**src/rtl/park_pkg.sv**
```systemverilog
package park_pkg;

   typedef enum logic [1:0] {
      MV_NONE = 2'd0,
      MV_IN   = 2'd1,
      MV_OUT  = 2'd2,
      MV_BOTH = 2'd3
   } move_e;

   function automatic move_e classify(input logic in_ev, input logic out_ev);
      move_e m;
      case ({out_ev, in_ev})
         2'b01:   m = MV_IN;
         2'b10:   m = MV_OUT;
         2'b11:   m = MV_BOTH;
         default: m = MV_NONE;
      endcase
      return m;
   endfunction

endpackage

```
**src/rtl/park_edge.sv**
```systemverilog
module park_edge #(
   parameter int SYNC_STAGES = 2
) (
   input  logic clk,
   input  logic rst,
   input  logic level_i,
   output logic rise_o
);

   // pipe[0..SYNC_STAGES-1] synchronise; pipe[SYNC_STAGES] holds the previous level
   logic [SYNC_STAGES:0] pipe;

   always_ff @(posedge clk) begin
      if (rst) pipe <= '0;
      else     pipe <= {pipe[SYNC_STAGES-1:0], level_i};
   end

   assign rise_o = pipe[SYNC_STAGES-1] & ~pipe[SYNC_STAGES];

   // one high period cannot yield two back-to-back events
   p_one_event_r4: assert property (@(posedge clk) disable iff (rst)
      rise_o |=> !rise_o);

endmodule

```
**src/rtl/park_counter.sv**
```systemverilog
module park_counter
   import park_pkg::*;
#(
   parameter int MAX_OCC = 1024,
   parameter int CNT_W   = $clog2(MAX_OCC + 1)
) (
   input  logic             clk,
   input  logic             rst,
   input  logic             clr,
   input  logic             inc,
   input  logic             dec,
   output logic [CNT_W-1:0] count_o,
   output logic             full_o,
   output logic             empty_o,
   output logic             err_o,
   output logic             err_sticky_o,
   output logic             in_evt_o,
   output logic             out_evt_o
);

   localparam logic [CNT_W-1:0] TOP = CNT_W'(MAX_OCC);

   move_e            mv;
   logic [CNT_W-1:0] cnt, cnt_nxt;
   logic             err_nxt;

   assign mv = classify(inc, dec);

   always_comb begin
      cnt_nxt = cnt;
      err_nxt = 1'b0;
      case (mv)
         MV_IN: begin
            if (cnt == TOP) err_nxt = 1'b1;
            else            cnt_nxt = cnt + CNT_W'(1);
         end
         MV_OUT: begin
            if (cnt == '0) err_nxt = 1'b1;
            else           cnt_nxt = cnt - CNT_W'(1);
         end
         default: cnt_nxt = cnt;
      endcase
      if (clr) begin
         cnt_nxt = '0;
         err_nxt = 1'b0;
      end
   end

   always_ff @(posedge clk) begin
      if (rst) begin
         cnt          <= '0;
         err_o        <= 1'b0;
         err_sticky_o <= 1'b0;
         in_evt_o     <= 1'b0;
         out_evt_o    <= 1'b0;
      end else begin
         cnt          <= cnt_nxt;
         err_o        <= err_nxt;
         err_sticky_o <= err_sticky_o | err_nxt;
         in_evt_o     <= inc;
         out_evt_o    <= dec;
      end
   end

   assign count_o = cnt;
   assign full_o  = (cnt == TOP);
   assign empty_o = (cnt == '0);

   p_floor_r2: assert property (@(posedge clk) disable iff (rst)
      (!clr && mv == MV_OUT && cnt == '0) |=> (cnt == '0 && err_o));

   p_cap_r3: assert property (@(posedge clk) disable iff (rst)
      (!clr && mv == MV_IN && cnt == TOP) |=> (cnt == TOP && err_o));

   p_pair_r5: assert property (@(posedge clk) disable iff (rst)
      (!clr && mv == MV_BOTH) |=> ($stable(cnt) && !err_o));

   p_clear_r6: assert property (@(posedge clk) disable iff (rst)
      clr |=> (cnt == '0 && !err_o));

   p_sticky_r8: assert property (@(posedge clk) disable iff (rst)
      err_sticky_o |=> err_sticky_o);

   p_step_up_r10: assert property (@(posedge clk) disable iff (rst)
      (!clr && mv == MV_IN && cnt != TOP) |=> (cnt == $past(cnt) + CNT_W'(1)));

   p_no_overflow_r10: assert property (@(posedge clk) disable iff (rst)
      cnt <= TOP);

endmodule

```
**src/rtl/park_occupancy.sv**
```systemverilog
module park_occupancy #(
   parameter int MAX_OCC     = 1024,
   parameter int SYNC_STAGES = 2,
   localparam int CNT_W      = $clog2(MAX_OCC + 1)
) (
   input  logic             clk,
   input  logic             rst,
   input  logic             clr,
   input  logic             entry_sense,
   input  logic             exit_sense,
   output logic [CNT_W-1:0] occupancy,
   output logic             lot_full,
   output logic             lot_empty,
   output logic             move_err,
   output logic             move_err_seen,
   output logic             entry_evt,
   output logic             exit_evt
);

   localparam int N_CHAN = 2;

   if (MAX_OCC < 1) begin : g_bad_cap
      $error("park_occupancy: MAX_OCC must be at least 1");
   end
   if (SYNC_STAGES < 2) begin : g_bad_sync
      $error("park_occupancy: SYNC_STAGES must be at least 2");
   end

   logic [N_CHAN-1:0] sense;
   logic [N_CHAN-1:0] rise;

   assign sense = {exit_sense, entry_sense};

   for (genvar ch = 0; ch < N_CHAN; ch++) begin : g_chan
      park_edge #(.SYNC_STAGES(SYNC_STAGES)) u_edge (
         .clk     (clk),
         .rst     (rst),
         .level_i (sense[ch]),
         .rise_o  (rise[ch])
      );
   end

   park_counter #(.MAX_OCC(MAX_OCC), .CNT_W(CNT_W)) u_count (
      .clk          (clk),
      .rst          (rst),
      .clr          (clr),
      .inc          (rise[0]),
      .dec          (rise[1]),
      .count_o      (occupancy),
      .full_o       (lot_full),
      .empty_o      (lot_empty),
      .err_o        (move_err),
      .err_sticky_o (move_err_seen),
      .in_evt_o     (entry_evt),
      .out_evt_o    (exit_evt)
   );

   // the two status flags are never both raised
   p_flags_r7: assert property (@(posedge clk) disable iff (rst)
      !(lot_full && lot_empty));

endmodule

```
**config.mk**
```make
export PLATFORM = sky130hd
export DESIGN_NAME = park_occupancy
export DESIGN_NICKNAME = d
export VERILOG_FILES = /design/src/rtl/park_pkg.sv /design/src/rtl/park_edge.sv /design/src/rtl/park_counter.sv /design/src/rtl/park_occupancy.sv
export SDC_FILE = /design/constraint.sdc
export NUM_CORES = 1
export LEC_CHECK = 0
export ABC_AREA = 1
export ABC_CLOCK_PERIOD_IN_PS = 2240
export BUFFER_PORTS_ARGS = -buffer_cell sky130_fd_sc_hd__buf_4
export CORE_ASPECT_RATIO = 0.8
export CORE_UTILIZATION = 30
export DETAILED_ROUTE_END_ITERATION = 6
export GPL_TIMING_DRIVEN = 0
export PLACE_DENSITY = 0.51
export SLEW_MARGIN = 10
export SYNTH_ARGS = -nofsm -noshare
export SYNTH_HDL_FRONTEND = slang
export SYNTH_SLANG_ARGS = --single-unit
export TNS_END_PERCENT = 1
```
**constraint.sdc**
```tcl
create_clock -name clk -period 2.24 [get_ports clk]
set_clock_uncertainty 0.1 [all_clocks]
set_input_delay 0.224 -clock clk [delete_from_list [all_inputs] [get_ports clk]]
set_output_delay 0.224 -clock clk [all_outputs]
set_load 0.02 [all_outputs]
```
==> metrics.md, run 1 <==
| Metric | Value |
|---|---|
| Post-Layout Cell Count | between 200 and 300 |
| Setup slack after placement | 0.119 ns |
| Syn. warnings | 0 |
| Final Hold Viols | 0 |
| Multi-input logic area | 856 µm² |
| Clk buf depth | 2 |
| DIE WIDTH | 79.6 µm |
| CP Max Fanout | 5 |
| Area share of fa/ha/maj cells after synthesis | 0.867% |
| Fillers | 491 |
| TritonCTS Buffers | 3 |
| DRC | 0 |
| Worst Tran Pin Value | 0.855 ns |
| Critical path required time | 2.31 ns |
| Synthesized flop and latch total | 21 |
| Die area | 0.00510 mm² |
| Peak VDD IR | 0.250 mV |
| Design area | 0.00177 mm² |
| Synthesized area | 0.00144 mm² |
| Mapped Cells | 205 |
| Num ports | 22 |
| Worst hold endpoint | g_chan[1].u_edge.pipe[0] |
| Ranking of synthesized cells by area | dfxtp_1, nand2_1, inv_1 |
| Die height | 64.1 µm |
| Post-synth EDFFs | 0 |
| HP Start | exit_sense |
| Initial Util | 31.4% |
| Top FF cell, synth | dfxtp_1 |
| Distinct cells, synth | 34 |
| Total placed cells including tap cells | between 200 and 300 |
| Detail Route met3 WL | 134 µm |
| Top delay family on crit path | simple AND/OR/NAND/NOR gates |
| Sequential-to-total area share from yosys stat | between 20% and 30% |
| Skew-Pair Late Insertion Delay | around 0.27 ns |
| Highest routed layer | met4 |
| Area Growth Syn to Fin | 22.5% |
| CTS tree | done |
| Slew Viols, Final | 0 |
| Synth top area share | 29.1% |
| Worst r2r src | g_chan[1].u_edge.pipe[1] |
| Post-detail-place hpwl | 2.47 mm |
| Setup Crit Path Kind | flop to flop |
| Antenna violations before repair | 0 |
| Avg Inst Size Synth | 7.04 µm² |
| Main combinational cell family by area after synthesis | simple AND/OR/NAND/NOR gates |
| FF+latch area | between 400 and 500 µm² |
| Worst-path cell with the longest stage delay | dfxtp_2 |
| Worst hold stages | 3 |
| Final setup vio count | 0 |
| Number of antenna repair diodes | 0 |
| Status | completed |
| Clk sinks | 21 |
| Synth Area in Compound Gates | 10.4% |
| Critical path arrival | 2.15 ns |
| Vias in the first global route | 1145 |
| Vias | 1290 |
| CP Cell Sequence | inv_2 -> nor2_8 -> buf_4 -> nand3_2 -> nand2_2 -> inv_1 -> ha_1 -> inv_2 -> nand2_2 -> nand3_4 -> o21ai_4 -> buf_4 -> xnor2_1 -> o211ai_1 -> inv_1 |
| Min cycle time layout | roughly 2.1 ns |
| Rows | 22 |
| Antenna Nets Post-Route | 0 |
| Total power | 836 µW |
| Leakage | 0.874 nW |
| Drt pass-1 iters | 4 |
| Worst r2r path cells | 15 |
| Slew margin rel. | 42.8% |
| Mux cell area share after synthesis | 0% |
| Total wire length | 3.33 mm |
| GP Congestion | 0.803 |
| Mapped Nets | 211 |
| Area leader, netlist | dfxtp_1 |
| Hold-fix buffers, CTS | 0 |
| Fin crit share | 92.8% |
| Power density cells | 473 mW/mm² |
| R2r endpoint | u_count.count_o[4] |
| Layout cells sized above 1 | 31.2% |
| Async S/R FF share, synth | 0% |
| Slack of the worst reg-to-reg path | roughly 0.16 ns |
| Final WS setup | 0.161 ns |
| M1 WL | approximately 1.8 mm |
| Commonest cells in the synthesized netlist | nand2_1, inv_1, dfxtp_1 |
| Peak Freq | 481 MHz |
| Largest net degree at the start of global routing | 14 |
| XOR/XNOR Fraction of Synth Area | 4.25% |
| Core area | roughly 0.0046 mm² |
| Max_cap viols | 0 |
| First DRT Iteration DRCs | 75 |
| Most frequent cell after synthesis | nand2_1 |
| First-pass GRT wire length | roughly 5.6 mm |
| Gr usage total | 14.4% |
| GR Overflow Total | 0 |
| Nets | 241 |
| Clock Pin Slew Worst Setup and Hold Paths | 0.09 ns |
| WL met2 | 1.40 mm |
| CP max stage delay | 0.34 ns |
| Final core area utilization | 38.5% |
| Crit. End Element | flop |
| Placed Area | 0.00168 mm² |
| Hold Path Class | input port to flop |
| PortBufs | 21 |
| Worst path bufs/invs | 6 |
| Routed len/inst | around 11 µm |
| CTS H-tree depth | 1 |
| Critical path launch point type | flop |
| Final TNS setup | 0 ns |
| RSZ-0062 raised after global routing | no |
| Hold slack | roughly 0.054 ns |
| Post-synthesis simple-gate area fraction | 42.0% |
| Root buf cell | clkbuf_8 |
| Vias per cell | ~4.4 |
[final cells by class]
cell class,count,share of cell area (%)
multi-input combinational,141,48.4
sequential,21,23.8
timing repair buffer,26,11.0
inverter,39,8.27
tap,60,4.24
clock buffer,3,2.33
buffer,3,1.49
clock inverter,1,0.424
[layout by cell type, fill, tap and decap left out, types with 3 or more instances in the layout]
| master | netlist | final |
|---|---|---|
| nand3_2 | 3 | 5 |
| inv_1 | 32 | 31 |
| xor2_1 | 5 | 5 |
| nand2_2 | 8 | 9 |
| a21oi_1 | 5 | 5 |
| nand2_4 | 5 | 5 |
| nand3_1 | 20 | 18 |
| inv_2 | 6 | 7 |
| nor2_1 | 18 | 18 |
| clkbuf_8 | 0 | 3 |
| nor2_2 | 5 | 4 |
| o21ai_0 | 6 | 6 |
| buf_4 | 0 | 26 |
| o21ai_1 | 5 | 5 |
| dfxtp_1 | 21 | 20 |
| nand2_1 | 41 | 40 |
[power by group]
part           switching [mW]  total (mW)  internal [mW]
logic                   0.108       0.169         0.0613
clock network           0.145       0.271          0.126
registers              0.0109       0.396          0.385
total                   0.264       0.836          0.572
[what timing repair did]
item                                    CTS  global route
setup buffers                             0             5
gates resized for setup                   0             7
endpoints found under the setup margin    0             3
[logic make-up after synthesis]
logic type | Yosys count
compound gates | 24
xor+xnor | 7
fa+ha+maj | 1
buf+inv | 43
flops | 21
simple gates | 109
[flip-flops by register name, summed over array words and instances (netlist names)]
name / count
u_count.err_o: 1
u_count.count_o: 11
u_count.out_evt_o: 1
u_count.in_evt_o: 1
u_count.err_sticky_o: 1
g_chan.u_edge.pipe: 6
[how the worst max path moves through the flow]
stage	start	endpoint	slack, ns	cells past startpoint
global route	g_chan[1].u_edge.pipe[1]	u_count.count_o[4]	0.03	15
CTS	g_chan[1].u_edge.pipe[1]	u_count.count_o[8]	0.09	18
finish	g_chan[1].u_edge.pipe[1]	u_count.count_o[4]	0.16	15
detailed placement	g_chan[1].u_edge.pipe[1]	u_count.count_o[8]	0.12	17
global placement	g_chan[1].u_edge.pipe[1]	u_count.count_o[8]	0.09	17
floorplan	g_chan[1].u_edge.pipe[1]	u_count.count_o[8]	0.33	17
[per-layer routing]
| metal | vias up | track usage, % |
|---|---|---|
| li1 | 702 | - |
| met1 | 559 | 21.0 |
| met2 | 25 | 20.3 |
| met3 | 4 | 3.86 |
| met4 | 0 | 4.09 |
| met5 | - | 0 |
[worst min-delay path, stage by stage]
cell    delay [ns]
buf_4         0.07
inv_1         0.03
nor2_1        0.06
(Power assumes the default switching activity.)
==> run 2, diff against run 1 <==
- SYNTH_HIERARCHICAL: unset -> 1
==> metrics.md, run 2 <==
| Metric | Value |
|---|---|
| Number of antenna repair diodes | 0 (unchanged) |
| Final Hold Viols | 0 (unchanged) |
| Vias per cell | 4.66 (+6.2%) |
| Worst r2r path cells | 17 (+2) |
| Min cycle time layout | 2.11 ns (+0.0274 ns) |
| Antenna Nets Post-Route | 0 (unchanged) |
| Final TNS setup | 0 ns (unchanged) |
| RSZ-0062 raised after global routing | no |
| Slew Viols, Final | 0 (unchanged) |
| XOR/XNOR Fraction of Synth Area | 1.87% (-2.4 points) |
| Mapped Nets | 237 (+12%) |
| Main combinational cell family by area after synthesis | simple AND/OR/NAND/NOR gates |
| Peak Freq | 475 MHz (-1.3%) |
| Power density cells | 472 mW/mm² (-0.21%) |
| DRC | 0 (unchanged) |
| Total wire length | 3.70 mm (+11%) |
| First-pass GRT wire length | 6.13 mm (+9.4%) |
| Max_cap viols | 0 (unchanged) |
| Sequential-to-total area share from yosys stat | 29.9% (+0.83 points) |
| Initial Util | 32.4% (+0.97 points) |
| Peak VDD IR | 0.237 mV (-5.3%) |
| Crit. End Element | flop |
| Area leader, netlist | dfxtp_1 |
| TritonCTS Buffers | 3 (unchanged) |
| Layout cells sized above 1 | 23.0% (-8.2 points) |
| Internal power | 587 µW (+2.6%) |
| DIE WIDTH | 78.5 µm (-1.4%) |
| CTS H-tree depth | 1 (unchanged) |
| Commonest cells in the synthesized netlist | nand2_1, inv_1, nor2_1 |
| Critical path arrival | 2.18 ns (+0.03 ns) |
| Commonest cells after routing, fill and taps aside | nand2_1, inv_1, nor2_1, buf_4, dfxtp_1 |
| Most frequent cell after synthesis | nand2_1 |
| Avg Inst Size Synth | 6.16 µm² (-13%) |
| Hold slack | 0.0574 ns (+0.00356 ns) |
| Comb pwr share | 23.2% (+3.0 points) |
| Synthesized area | 0.00140 mm² (-2.8%) |
| Async S/R FF share, synth | 0% (unchanged) |
| Root buf cell | clkbuf_8 |
| Design area | 0.00182 mm² (+2.7%) |
| PortBufs | 21 (unchanged) |
| Clk buf depth | 2 (unchanged) |
| Core area | 0.00434 mm² (-5.7%) |
| Drt pass-1 iters | 4 (unchanged) |
| GP Congestion | 0.921 (+15%) |
| Synthesized flop and latch total | 21 (unchanged) |
| Skew-Pair Late Insertion Delay | 0.27 ns (about the same) |
| Post-synth EDFFs | 0 (unchanged) |
| Ranking of synthesized cells by area | dfxtp_1, nand2_1, inv_1 |
| Critical path required time | 2.31 ns (about the same) |
| Leakage | 0.885 nW (+1.3%) |
| Final setup vio count | 0 (unchanged) |
| Clock Pin Slew Worst Setup and Hold Paths | 0.08 ns (about the same) |
| Most common cell after layout, fill and taps aside | nand2_1 |
| Final WS setup | 0.133 ns (-0.0274 ns) |
| Post-synthesis simple-gate area fraction | 38.5% (-3.5 points) |
| First DRT Iteration DRCs | 119 (+59%) |
| Nets | 267 (+11%) |
| Routed len/inst | 11.8 µm (+4.1%) |
| Hold Path Class | input port to flop |
| Worst Tran Pin Value | 0.363 ns (-0.492 ns) |
| CP Max Fanout | 5 (unchanged) |
| Distinct cells, synth | 26 (-24%) |
| Area Growth Syn to Fin | 29.4% |
| Slew margin rel. | 75.8% (+33 points) |
| Top FF cell, synth | dfxtp_1 |
| Sequential Power Share | 46.6% (-0.8 points) |
| Rows | 21 (-4.5%) |
| Die area | 0.00496 mm² (-2.7%) |
| Final core area utilization | 41.9% (+3.4 points) |
| Vias | 1463 (+13%) |
| Die height | 63.2 µm (-1.4%) |
| Antenna violations before repair | 0 (unchanged) |
| Num ports | 22 (unchanged) |
| Clk sinks | 21 (unchanged) |
| Sw Ratio | 31.4% (-0.11 points) |
| Max reg flops | 11 (unchanged) |
| Post-Layout Cell Count | 314 (+6.8%) |
| Mux cell area share after synthesis | 0% (unchanged) |
| Setup Crit Path Kind | flop to flop |
| Mapped Cells | 228 (+11%) |
| Setup slack after placement | -0.312 ns (-0.432 ns) |
| Placed Area | 0.00163 mm² (-2.6%) |
| CTS tree | done |
| Vias in the first global route | 1301 (+14%) |
| Fin crit share | 94.0% (+1.2 points) |
| Fillers | 488 (-0.61%) |
| Switch Pwr | 269 µW (+2.1%) |
| Total power | 857 µW (+2.5%) |
| Largest net degree at the start of global routing | 13 (-1) |
| Synth Area in Compound Gates | 11.9% (+1.5 points) |
| Area share of fa/ha/maj cells after synthesis | 3.57% (+2.7 points) |
| Total placed cells including tap cells | 306 (+7.0%) |
| Clock Power Share | 30.2% (-2.2 points) |
| Worst hold stages | 3 (unchanged) |
| Critical path launch point type | flop |
| Synth top area share | 29.9% (+0.83 points) |
| GR Overflow Total | 0 (unchanged) |
| Syn. warnings | 6 (+6) |
| Gr usage total | 16.0% (+1.6 points) |
| Status | completed |
| Post-detail-place hpwl | 2.71 mm (+9.6%) |
## run 2: worst max-delay path: stages, from the launching register on
cell	delay, ns
dfxtp_2	0.33
inv_2	0.04
nor2_4	0.12
inv_2	0.07
ha_4	0.18
buf_8	0.14
inv_8	0.05
nand2_1	0.06
nand2_1	0.07
inv_2	0.05
ha_4	0.15
a21oi_4	0.18
nand3b_1	0.16
nand3_1	0.08
nand2_1	0.08
nand3_2	0.05
nand2_1	0.06
inv_1	0.03
## run 2: cell type report
| type | count | area (µm²) | share of cell area (%) |
|---|---|---|---|
| multi-input cells | 158 | 846 | 46.6 |
| flip-flops and latches | 21 | 422 | 23.2 |
| clock inverters | 1 | 5.00 | 0.275 |
| well taps | 57 | 71.3 | 3.93 |
| repair buffers | 25 | 218 | 12.0 |
| inverters | 46 | 184 | 10.1 |
| plain buffers | 3 | 30.0 | 1.65 |
| clock buffers | 3 | 41.3 | 2.27 |
## run 2: power groups by stage
stage	registers (mW)	logic [mW]	clock network [mW]
2_1_floorplan	0.415	0.111	0
3_3_place_gp	0.406	0.181	0
3_5_place_dp	0.406	0.180	0
4_1_cts	0.398	0.182	0.271
5_1_grt	0.402	0.219	0.301
6_report	0.399	0.199	0.259
## run 2: per-layer routing
metal  GRT usage, %  share of wire [%]
met1           23.3                 54
met2           23.6                 39
met3           3.62                6.0
met4           3.70               0.97
met5              0                  0
## run 2: logic make-up (layout without fill, tap and decap cells)
| kind of cell | count (synthesis) | after routing |
|---|---|---|
| and+or+nand+nor | 123 | 123 |
| buffers and inverters | 49 | 78 |
| AOI/OAI and AO/OA | 28 | 28 |
| DFF | 21 | 21 |
| adders and majority gates | 4 | 4 |
| xor gates and xnor gates | 3 | 3 |
## run 2: worst paths after layout
| kind | from | endpoint | slack, ns |
|---|---|---|---|
| worst max-delay path | g_chan[0].u_edge/pipe[1] | u_count/count_o[10] | 0.13 |
| worst min-delay path | exit_sense | g_chan[1].u_edge/pipe[0] | 0.06 |
| worst max register to register | g_chan[0].u_edge/pipe[1] | u_count/count_o[10] | 0.13 |
| worst min register to register | g_chan[0].u_edge/pipe[0] | g_chan[0].u_edge/pipe[1] | 0.30 |
## run 2: what timing repair did
item	4_1_cts	5_1_grt
pin swaps	0	5
hold endpoints to repair	0	0
gates resized for setup	5	16
endpoints found under the setup margin	5	5
cloned	0	1
setup buffers	1	2
hold buffers	0	0
